==> src/rtl/msix_pkg.sv <==
package msix_pkg;
  typedef struct packed {
    logic [63:0] addr;
    logic [31:0] data;
  } msix_msg_t;

  localparam logic [1:0] AXI_OKAY      = 2'b00;
  localparam int         WORDS_PER_VEC = 4;
  localparam int         CTRL_WORD     = 3;
  localparam int         BYTES_PER_WORD = 4;
endpackage

==> src/rtl/msix_table.sv <==
module msix_table
  import msix_pkg::*;
#(
  parameter int IDX_W = 3
) (
  input  logic                   clk,
  input  logic                   rst_n,
  input  logic                   wr_en,
  input  logic [IDX_W+1:0]       wr_word,
  input  logic [31:0]            wr_data,
  input  logic [BYTES_PER_WORD-1:0] wr_strb,
  input  logic [IDX_W+1:0]       rd_word,
  output logic [31:0]            rd_data,
  input  logic [IDX_W-1:0]       msg_sel,
  output msix_msg_t              msg_out,
  output logic [(2**IDX_W)-1:0]  vec_mask
);
  localparam int N_VEC  = 2 ** IDX_W;
  localparam int N_WORD = N_VEC * WORDS_PER_VEC;

  logic [31:0] mem [N_WORD];

  // control words come out of reset masked, all others zero
  always_ff @(posedge clk or negedge rst_n) begin
    if (!rst_n) begin
      for (int w = 0; w < N_WORD; w++)
        mem[w] <= ((w % WORDS_PER_VEC) == CTRL_WORD) ? 32'd1 : 32'd0;
    end else if (wr_en) begin
      for (int b = 0; b < BYTES_PER_WORD; b++)
        if (wr_strb[b]) mem[wr_word][8*b +: 8] <= wr_data[8*b +: 8];
    end
  end

  assign rd_data      = mem[rd_word];
  assign msg_out.addr = {mem[{msg_sel, 2'd1}], mem[{msg_sel, 2'd0}]};
  assign msg_out.data = mem[{msg_sel, 2'd2}];

  for (genvar g = 0; g < N_VEC; g++) begin : g_mask
    assign vec_mask[g] = mem[g*WORDS_PER_VEC + CTRL_WORD][0];
  end
endmodule

==> src/rtl/msix_axil.sv <==
module msix_axil
  import msix_pkg::*;
#(
  parameter int IDX_W = 3
) (
  input  logic                  clk,
  input  logic                  rst_n,
  input  logic [IDX_W+4:0]      s_awaddr,
  input  logic                  s_awvalid,
  output logic                  s_awready,
  input  logic [31:0]           s_wdata,
  input  logic [3:0]            s_wstrb,
  input  logic                  s_wvalid,
  output logic                  s_wready,
  output logic [1:0]            s_bresp,
  output logic                  s_bvalid,
  input  logic                  s_bready,
  input  logic [IDX_W+4:0]      s_araddr,
  input  logic                  s_arvalid,
  output logic                  s_arready,
  output logic [31:0]           s_rdata,
  output logic [1:0]            s_rresp,
  output logic                  s_rvalid,
  input  logic                  s_rready,
  output logic                  tbl_we,
  output logic [IDX_W+1:0]      tbl_wword,
  output logic [31:0]           tbl_wdata,
  output logic [3:0]            tbl_wstrb,
  output logic [IDX_W+1:0]      tbl_rword,
  input  logic [31:0]           tbl_rdata,
  input  logic [(2**IDX_W)-1:0] pend
);
  localparam int AW        = IDX_W + 5;
  localparam int N_VEC     = 2 ** IDX_W;
  localparam int PBA_WORDS = (N_VEC + 31) / 32;

  logic wr_go, rd_go;
  logic [31:0] pba_val, rd_val;
  logic [PBA_WORDS*32-1:0] pba_pad;
  logic unused_low_bits;

  assign unused_low_bits = ^{s_awaddr[1:0], s_araddr[1:0]};

  // a write needs both channels and a free response slot
  assign wr_go     = s_awvalid && s_wvalid && !s_bvalid;
  assign s_awready = wr_go;
  assign s_wready  = wr_go;
  assign tbl_we    = wr_go && !s_awaddr[AW-1];
  assign tbl_wword = s_awaddr[AW-2:2];
  assign tbl_wdata = s_wdata;
  assign tbl_wstrb = s_wstrb;

  assign rd_go     = s_arvalid && !s_rvalid;
  assign s_arready = !s_rvalid;
  assign tbl_rword = s_araddr[AW-2:2];

  always_comb begin
    pba_pad = '0;
    pba_pad[N_VEC-1:0] = pend;
    pba_val = '0;
    for (int k = 0; k < PBA_WORDS; k++)
      if (int'(s_araddr[AW-2:2]) == k) pba_val = pba_pad[k*32 +: 32];
  end

  assign rd_val  = s_araddr[AW-1] ? pba_val : tbl_rdata;
  assign s_bresp = AXI_OKAY;
  assign s_rresp = AXI_OKAY;

  always_ff @(posedge clk or negedge rst_n) begin
    if (!rst_n) begin
      s_bvalid <= 1'b0;
      s_rvalid <= 1'b0;
      s_rdata  <= '0;
    end else begin
      if (wr_go)         s_bvalid <= 1'b1;
      else if (s_bready) s_bvalid <= 1'b0;
      if (rd_go) begin
        s_rvalid <= 1'b1;
        s_rdata  <= rd_val;
      end else if (s_rready) begin
        s_rvalid <= 1'b0;
      end
    end
  end

  AST_B_HOLD: assert property (@(posedge clk) disable iff (!rst_n)
    s_bvalid && !s_bready |=> s_bvalid);
  AST_R_HOLD: assert property (@(posedge clk) disable iff (!rst_n)
    s_rvalid && !s_rready |=> s_rvalid && $stable(s_rdata));
endmodule

==> src/rtl/msix_sched.sv <==
module msix_sched
  import msix_pkg::*;
#(
  parameter int IDX_W = 3
) (
  input  logic                  clk,
  input  logic                  rst_n,
  input  logic                  irq_vld,
  input  logic [IDX_W-1:0]      irq_idx,
  output logic                  irq_rdy,
  input  logic                  func_en,
  input  logic                  glob_mask,
  input  logic [(2**IDX_W)-1:0] vec_mask,
  input  logic [15:0]           req_id,
  output logic [(2**IDX_W)-1:0] pend,
  output logic [IDX_W-1:0]      msg_sel,
  input  msix_msg_t             msg_in,
  output logic                  mw_vld,
  input  logic                  mw_rdy,
  output logic [63:0]           mw_addr,
  output logic [31:0]           mw_data,
  output logic                  mw_fmt4,
  output logic [15:0]           mw_req_id
);
  localparam int N_VEC = 2 ** IDX_W;

  logic [N_VEC-1:0] elig, pend_nxt;
  logic             sel_vld, issue;
  logic [IDX_W-1:0] sel;

  assign irq_rdy = 1'b1;
  assign elig    = pend & ~vec_mask & {N_VEC{func_en && !glob_mask}};

  // lowest index wins
  always_comb begin
    sel_vld = 1'b0;
    sel     = '0;
    for (int i = N_VEC - 1; i >= 0; i--)
      if (elig[i]) begin
        sel_vld = 1'b1;
        sel     = IDX_W'(i);
      end
  end

  assign msg_sel = sel;
  assign issue   = sel_vld && (!mw_vld || mw_rdy);

  // a fresh request wins over the clear of the same vector
  always_comb begin
    pend_nxt = pend;
    if (issue)   pend_nxt[sel]     = 1'b0;
    if (irq_vld) pend_nxt[irq_idx] = 1'b1;
  end

  always_ff @(posedge clk or negedge rst_n) begin
    if (!rst_n) begin
      pend      <= '0;
      mw_vld    <= 1'b0;
      mw_addr   <= '0;
      mw_data   <= '0;
      mw_fmt4   <= 1'b0;
      mw_req_id <= '0;
    end else begin
      pend <= pend_nxt;
      if (issue) begin
        mw_vld    <= 1'b1;
        mw_addr   <= msg_in.addr;
        mw_data   <= msg_in.data;
        mw_fmt4   <= |msg_in.addr[63:32];
        mw_req_id <= req_id;
      end else if (mw_rdy) begin
        mw_vld <= 1'b0;
      end
    end
  end

  AST_HOLD_VALID: assert property (@(posedge clk) disable iff (!rst_n)
    mw_vld && !mw_rdy |=> mw_vld);
  AST_HOLD_FIELDS: assert property (@(posedge clk) disable iff (!rst_n)
    mw_vld && !mw_rdy |=> $stable(mw_addr) && $stable(mw_data) && $stable(mw_req_id));
  AST_REQ_LATCHED: assert property (@(posedge clk) disable iff (!rst_n)
    irq_vld && irq_rdy |=> pend[$past(irq_idx)]);
  AST_FMT_MATCH: assert property (@(posedge clk) disable iff (!rst_n)
    mw_vld |-> (mw_fmt4 == (mw_addr[63:32] != 32'd0)));
  AST_GATED_START: assert property (@(posedge clk) disable iff (!rst_n)
    $rose(mw_vld) |-> $past(func_en) && !$past(glob_mask));
endmodule

==> src/rtl/msix_msg_ctrl.sv <==
module msix_msg_ctrl
  import msix_pkg::*;
#(
  parameter  int IDX_W = 3,
  localparam int AW    = IDX_W + 5
) (
  input  logic             clk,
  input  logic             rst_n,
  input  logic             func_en,
  input  logic             glob_mask,
  input  logic [15:0]      req_id,
  input  logic             irq_vld,
  input  logic [IDX_W-1:0] irq_idx,
  output logic             irq_rdy,
  input  logic [AW-1:0]    s_awaddr,
  input  logic             s_awvalid,
  output logic             s_awready,
  input  logic [31:0]      s_wdata,
  input  logic [3:0]       s_wstrb,
  input  logic             s_wvalid,
  output logic             s_wready,
  output logic [1:0]       s_bresp,
  output logic             s_bvalid,
  input  logic             s_bready,
  input  logic [AW-1:0]    s_araddr,
  input  logic             s_arvalid,
  output logic             s_arready,
  output logic [31:0]      s_rdata,
  output logic [1:0]       s_rresp,
  output logic             s_rvalid,
  input  logic             s_rready,
  output logic             mw_vld,
  input  logic             mw_rdy,
  output logic [63:0]      mw_addr,
  output logic [31:0]      mw_data,
  output logic [3:0]       mw_be,
  output logic             mw_fmt4,
  output logic [15:0]      mw_req_id
);
  localparam int N_VEC = 2 ** IDX_W;

  logic             tbl_we;
  logic [IDX_W+1:0] tbl_wword, tbl_rword;
  logic [31:0]      tbl_wdata, tbl_rdata;
  logic [3:0]       tbl_wstrb;
  logic [N_VEC-1:0] pend, vec_mask;
  logic [IDX_W-1:0] msg_sel;
  msix_msg_t        msg;

  assign mw_be = 4'hF;

  msix_table #(.IDX_W(IDX_W)) u_table (
    .clk(clk), .rst_n(rst_n),
    .wr_en(tbl_we), .wr_word(tbl_wword), .wr_data(tbl_wdata), .wr_strb(tbl_wstrb),
    .rd_word(tbl_rword), .rd_data(tbl_rdata),
    .msg_sel(msg_sel), .msg_out(msg), .vec_mask(vec_mask)
  );

  msix_axil #(.IDX_W(IDX_W)) u_axil (
    .clk(clk), .rst_n(rst_n),
    .s_awaddr(s_awaddr), .s_awvalid(s_awvalid), .s_awready(s_awready),
    .s_wdata(s_wdata), .s_wstrb(s_wstrb), .s_wvalid(s_wvalid), .s_wready(s_wready),
    .s_bresp(s_bresp), .s_bvalid(s_bvalid), .s_bready(s_bready),
    .s_araddr(s_araddr), .s_arvalid(s_arvalid), .s_arready(s_arready),
    .s_rdata(s_rdata), .s_rresp(s_rresp), .s_rvalid(s_rvalid), .s_rready(s_rready),
    .tbl_we(tbl_we), .tbl_wword(tbl_wword), .tbl_wdata(tbl_wdata), .tbl_wstrb(tbl_wstrb),
    .tbl_rword(tbl_rword), .tbl_rdata(tbl_rdata), .pend(pend)
  );

  msix_sched #(.IDX_W(IDX_W)) u_sched (
    .clk(clk), .rst_n(rst_n),
    .irq_vld(irq_vld), .irq_idx(irq_idx), .irq_rdy(irq_rdy),
    .func_en(func_en), .glob_mask(glob_mask), .vec_mask(vec_mask), .req_id(req_id),
    .pend(pend), .msg_sel(msg_sel), .msg_in(msg),
    .mw_vld(mw_vld), .mw_rdy(mw_rdy), .mw_addr(mw_addr), .mw_data(mw_data),
    .mw_fmt4(mw_fmt4), .mw_req_id(mw_req_id)
  );
endmodule

==> config.mk <==
export PLATFORM = sky130hd
export DESIGN_NAME = msix_msg_ctrl
export DESIGN_NICKNAME = d
export VERILOG_FILES = /design/src/rtl/msix_pkg.sv /design/src/rtl/msix_table.sv /design/src/rtl/msix_axil.sv /design/src/rtl/msix_sched.sv /design/src/rtl/msix_msg_ctrl.sv
export SDC_FILE = /design/constraint.sdc
export NUM_CORES = 2
export LEC_CHECK = 0
export CAP_MARGIN = 20
export CORE_ASPECT_RATIO = 1.75
export CORE_MARGIN = 3
export CORE_UTILIZATION = 55
export CTS_CLUSTER_DIAMETER = 120
export CTS_CLUSTER_SIZE = 14
export DETAILED_ROUTE_END_ITERATION = 7
export GPL_TIMING_DRIVEN = 0
export PLACE_DENSITY = 0.84
export RECOVER_POWER = 25
export SYNTH_ARGS = -nofsm -noshare
export SYNTH_HDL_FRONTEND = slang
export SYNTH_SLANG_ARGS = --single-unit
==> constraint.sdc <==
create_clock -name clk -period 2.2 [get_ports clk]
set_input_delay 0.33 -clock clk [delete_from_list [all_inputs] [get_ports clk]]
set_output_delay 0.33 -clock clk [all_outputs]
set_load 0.01 [all_outputs]
**Word level (Yosys, flattened, before mapping)**

Cells that the tools add are included.

- Magnitude comparators: 10
- Divide/modulo/power cells: 0
- Equality and inequality tests: 0
- Add/sub/neg operators: 0
- Reductions and logical operators: 20
- Muxes and demuxes: 61
- $mul: 0
- Shifts and indexed selects: 0
- Bitwise logic cells: 11

Operator list:

| cell | count |
|---|---|
| two-way mux 1024 bit | 7 |
| bitwise mux 1024 bit | 4 |
| binary-select mux 32 bit (select 5 bit) | 4 |
| demux 32 bit (select 5 bit) | 4 |
| two-way mux 32 bit | 10 |
| two-way mux 8 bit | 4 |
| OR reduction 32 bit | 1 |
| >= comparator 6 bit, second input constant | 5 |
| inverter 5 -> 6 bit | 5 |
| AND 8 bit | 3 |
| two-way mux 24 bit | 1 |
| two-way mux 3 bit | 8 |
| two-way mux 1 bit | 16 |
| two-way mux 16 bit | 1 |
| inverter 8 bit | 2 |
| logical AND 1 bit | 9 |
| less-than comparator 3 x 4 -> 1 bit, second input constant | 2 |
| OR 8 bit | 1 |
| demux 1 bit (select 3 bit) | 2 |
| >= comparator 3 x 1 -> 1 bit, second input constant | 2 |
| less-than comparator 6 x 1 -> 1 bit, second input constant | 1 |
| nonzero test 2 bit | 3 |
| logical NOT 1 bit | 5 |
| logical NOT 5 bit | 1 |
| logical OR 1 bit | 1 |

- Memory bits (writable): 0
- Memory bits (read-only): 0
- Output and inout bits: 160
- Memories: 0
- Register bits after elaboration: 1180
- Bits of input ports: 82
- Logic and storage cells: 143
- Latch bits: 0

**Logic depth before layout (Yosys ltp)**

- Depth in word-level cells: 20
- Depth in mapped cells: 12
- Mapped depth without buffers: 9

**Modules after synthesis**

A second synthesis with hierarchy kept.

- Cell total of the unflattened synthesis: 4388
- Area total of the unflattened synthesis: 59953.8 um^2

Modules (own cells, without submodules):

| module | area each (um^2) | instances | seq. area each (um^2) | cells each |
|---|---|---|---|---|
| msix_table | 53239.8 | 1 | 25634.6 | 3858 |
| msix_sched | 4883.4 | 1 | 3052.9 | 321 |
| msix_axil | 1796.7 | 1 | 850.8 | 204 |
| msix_msg_ctrl | 33.8 | 1 | 0.0 | 5 |

**Least setup slack after synthesis**

No wires, ideal clock.

- Path kind: input port to flip-flop
- Start: input port s_araddr[2]
- End: register u_axil.s_rdata[20]
- Setup slack: -191 ps
- Stages: 9
- Data required time: 2067 ps
- Path buffers: 5
- Library setup time: 133 ps
- Data arrival time: 2258 ps
- Path through: buf_2 buf_6 buf_4 clkbuf_1 buf_2 mux4_2 mux4_2 mux2i_1 o21ai_0

- Word-level cells in the longest chain between the ends: 5

RTL lines:

| what | line | RTL |
|---|---|---|
| start: declaration | msix_msg_ctrl.sv:25 | `input logic [AW-1:0] s_araddr,` |
| inverter 5 -> 6 bit (implied by the code) | msix_table.sv:34 | `assign rd_data = mem[rd_word];` |
| binary-select mux 32 bit (select 5 bit) | msix_table.sv:34 |  |
| two-way mux 32 bit (implied by the code) (2 in a row) | msix_table.sv:34 |  |
| two-way mux 32 bit | msix_axil.sv:65 | `assign rd_val = s_araddr[AW-1] ? pba_val : tbl_rdata;` |
| end signal: assignment | msix_axil.sv:79 | `s_rdata <= rd_val;` |
| end: declaration | msix_axil.sv:21 | `output logic [31:0] s_rdata,` |

No other way between the ends. The select of a mux whose other input is x is not followed.
A chain may end at the register's enable or synchronous reset.

**Worst setup path in the final report**

- Start: register u_table.mem, in the netlist u_table.vec_mask[6]
- End: register u_sched.mw_fmt4

- Word-level cells in the longest chain between the ends: 15
- Elaborated cells between the ends (all ways): 23
- Those cells by class: mux (17); bitwise (4); reduce/logical (2)

RTL lines:

| what | line | RTL |
|---|---|---|
| start: declaration | msix_table.sv:21 | `logic [31:0] mem [N_WORD];` |
| start signal: indexed assignment | msix_table.sv:27 | `mem[w] <= ((w % WORDS_PER_VEC) == CTRL_WORD) ? 32'd1 : 32'd0;` |
| start signal: indexed assignment | msix_table.sv:30 | `if (wr_strb[b]) mem[wr_word][8*b +: 8] <= wr_data[8*b +: 8];` |
| inverter 8 bit | msix_sched.sv:32 | `assign elig = pend & ~vec_mask & {N_VEC{func_en && !glob_mask}};` |
| AND 8 bit (2 in a row) | msix_sched.sv:32 |  |
| two-way mux 3 bit (7 in a row) | msix_sched.sv:39 | `if (elig[i]) begin` |
| inverter 5 -> 6 bit (implied by the code) | msix_table.sv:35 | `assign msg_out.addr = {mem[{msg_sel, 2'd1}], mem[{msg_sel, 2'd0}]};` |
| binary-select mux 32 bit (select 5 bit) | msix_table.sv:35 |  |
| two-way mux 32 bit (implied by the code) (2 in a row) | msix_table.sv:35 |  |
| OR reduction 32 bit | msix_sched.sv:69 | `mw_fmt4 <= \|msg_in.addr[63:32];` |
| end signal: assignment | msix_sched.sv:69 |  |
| end: declaration | msix_sched.sv:22 | `output logic mw_fmt4,` |

Parallel ways exist; a longest one is shown, timed or not. The select of a mux whose other input is x is not followed.

==> flow_summary.json <==
{
  "avgSynthCellArea_um2": 13.2,
  "vdd_drop_max_v": 0.000723,
  "powerDensity_mw_per_mm2": 716,
  "critical_path.cell_chain": "nor2b_4, nor3b_4, o221a_4, buf_12, clkbuf_16, buf_16, mux2i_4, o22ai_2, nor2_4, nand4_1, nor4_4, a31oi_1",
  "maxSlewHeadroom_pct": 5.39,
  "path_clk_slew_ns": 0.07,
  "die_y_um": 434,
  "io_pins": 242,
  "ant_nets": 0,
  "core_mm2": 0.103,
  "hold_viol": 0,
  "final.period_utilization_pct": 161,
  "ys_types": 51,
  "cp.required_ns": 2.84,
  "timing.rr.end": "u_sched.mw_fmt4",
  "htree_levels": 3,
  "die_w_um": 250,
  "drt_iter0_markers": 8587,
  "grt-ovfl-total": 0,
  "drtPass1Iterations": 8,
  "grt_pass1_vias": 46737,
  "hp-start": "req_id[13]",
  "dp_cells": 5972,
  "grt_max_degree": 173,
  "drc_errors": 17,
  "root_buffer": "clkbuf_16",
  "clkLatencyLatePin_ns": 0.78,
  "dpl.hpwl_um": 174000,
  "tightestPinTransition_ns": 1.42,
  "rsz0062_at_grt": "yes",
  "whs_path_depth": 3,
  "drive_above_1_share_pct": 47.0,
  "async_reset_ff_share_pct": 100,
  "synth_ff_type": "dfrtp_1",
  "gp_congestion": 1.07,
  "ys_seq_area_share_pct": 51.4,
  "fin_tns_setup_ns": -411.47,
  "power_mw": 50.9,
  "dp_slack_ns": -3.19,
  "dpl_cell_area_mm2": 0.0621,
  "ff_latch_area_mm2": 0.0295,
  "total_leakage_power_nw": 33.6,
  "crit_type": "flop to flop",
  "area_growth_pct": 23.8,
  "clockBufferDepth": 3,
  "vias": 47505,
  "vias_per_cell": 7.53,
  "drt_wl_total_um": 265000,
  "cpPeakStageDelay_ns": 0.59,
  "synthCells": 4367,
  "max_cap_violations": 0,
  "grt_first_pass_wirelength_um": 359000,
  "endpoint_kind": "flop",
  "outcome": "complete, but fails checks",
  "multiInputGateArea_mm2": 0.0290,
  "utilization_pct": 68.7,
  "failed_checks": "DRC, setup timing",
  "r2r_start": "u_table.vec_mask[6]",
  "die_area_mm2": 0.109,
  "hold_class": "input port to flop",
  "fillers": 6924,
  "syn-cell-area_mm2": 0.0575,
  "hold_ws_ns": 0.0868,
  "max_freq_mhz": 283,
  "fin_area_mm2": 0.0711,
  "fin_skew_ns": 0.0371,
  "cts.sinks": 1180,
  "path_buf_inv": 3,
  "antenna_found_initial": 15,
  "report.final.setup_viol": 1277,
  "crit_family": "simple AND/OR/NAND/NOR gates",
  "reg2reg_depth": 12,
  "drt-wirelength-per-cell_um": 42.1,
  "cp-start-kind": "flop",
  "worst_slack_ns": -1.34,
  "layout.cells.non_filler": 6311,
  "finalCriticalPeriod_ns": 3.54,
  "rows": 156,
  "start_util_pct": 55.5,
  "slew_violations": 0,
  "reg2reg_slack_ns": -1.34,
  "synth_edf_count": 0,
  "numCtsBuffers": 94,
  "path_max_fanout": 5,
  "io_buffer_count": 222,
  "tritoncts": "yes",
  "gr-usage-all-layers_pct": 48.1,
  "layout.nets": 5001,
  "worstPathArrival_ns": 4.18,
  "crit_slowest_cell": "dfstp_2",
  "yosys_warnings": 0,
  "min_to": "u_sched.mw_req_id[13]",
  "synth-seq-cells": 1180
}
power breakdown:
part / internal, mW / switching, mW
clock network: 8.03 / 8.27
registers: 22.8 / 0.946
logic: 4.27 / 6.63
cells in the mapped netlist (3+ instances only):
cell	n	area, µm²
a21oi_1	172	861
a221o_1	3	30.0
a221oi_1	14	123
a222oi_1	128	1280
and2_1	6	37.5
buf_1	21	78.8
buf_2	101	505
buf_4	19	143
buf_6	11	124
clkbuf_1	196	736
dfrtp_1	1172	29300
dfstp_2	8	210
inv_1	5	18.8
mux2_2	1024	11500
mux2i_1	42	420
mux4_2	320	7210
nand2_1	636	2390
nand2b_1	12	75.1
nand3_1	4	20.0
nand3b_1	3	22.5
nand4_1	7	43.8
nor2_1	184	691
nor2b_1	5	31.3
nor3_1	66	330
nor4_1	19	119
nor4_2	5	62.6
o21a_1	3	22.5
o21ai_0	142	711
o21ai_1	4	20.0
o22ai_1	7	43.8
repair_timing:
action | in CTS | in global routing
pin swaps | 46 | 121
gates cloned | 7 | 10
endpoints found under the hold margin | 138 | 254
gates resized for setup | 474 | 924
hold buffers | 4 | 1
setup endpoints to repair | 1351 | 1466
setup buffers | 63 | 121
worst min-delay path, stage by stage:
cell,delay (ns)
clkdlybuf4s50_1,0.40
nand2_1,0.06
nand2_1,0.04
area by class of cell:
| class | instances | share of cell area (%) |
|---|---|---|
| tap | 1343 | 2.36 |
| multi-input combinational | 2841 | 40.7 |
| inverter | 5 | 0.0317 |
| clock inverter | 4 | 0.0633 |
| sequential | 1180 | 41.5 |
| clock buffer | 125 | 3.59 |
| timing repair buffer | 459 | 7.08 |
| buffer | 338 | 4.55 |
| antenna | 16 | 0.0563 |
metal layers:
metal  up-vias  part of all wire, %  GRT usage (%)  wire length [µm]
met2      4703                   42           69.6            112000
met1     23693                   30           53.4             80200
li1      17266                    -              -                 -
met5         -                 0.11           1.13               282
met3      1823                   14           20.1             37700
met4        20                   13           44.7             35100
cells by family (layout without fill, tap and decap cells):
kind of cell           after synthesis  count (layout)  synth area share [%]
multiplexers                      1386            1386                  33.3
flip-flops                        1180            1180                  51.4
AND/OR/NAND/NOR                    957             957                  6.78
AO/OA/AOI/OAI                      489             489                  5.67
buffers and inverters              353             931                  2.79
other                                2              25                0.0131
how the worst max path moves through the flow:
stage	startpoint	endpoint	cells after the start	slack, ns
after CTS	u_table.vec_mask[6]	u_sched.mw_fmt4	12	-0.95
after global placement	rst_n	u_table.mem[323]	1	-51.88
final	u_table.vec_mask[6]	u_sched.mw_fmt4	12	-1.34
after detailed placement	func_en	u_sched.mw_fmt4	11	-3.19
after global routing	u_sched.pend[4]	u_sched.mw_fmt4	12	-1.32
after floorplan	u_table.vec_mask[1]	u_sched.mw_fmt4	11	-0.13
flip-flops by register name, summed over array words and instances, names as in the netlist:
signal             flops
u_axil.s_bvalid        1
u_sched.mw_fmt4        1
u_axil.s_rdata        32
u_sched.mw_data       32
u_axil.s_rvalid        1
u_sched.pend           8
u_sched.mw_vld         1
u_sched.mw_req_id     16
u_table.vec_mask       8
u_table.mem         1016
u_sched.mw_addr       64
placed cells by master (no fill, tap or decap), drive strengths merged, types with 3 or more instances in the layout:
cell and instances:
dfrtp 1172, mux2 1024, nand2 636, buf 393
mux4 320, clkbuf 304, clkdlybuf4s50 219, nor2 184
a21oi 172, o21ai 146, a222oi 128, nor3 66
mux2i 42, nor4 24, diode 16, a221oi 16
nand2b 13, conb 9, dfstp 8, nand4 7
o22ai 7, inv 7, nor2b 7, and2 6
nand3 4, nand3b 3, a221o 3, o21a 3
o221ai 3
No activity file was read; power rests on OpenSTA's default activity.
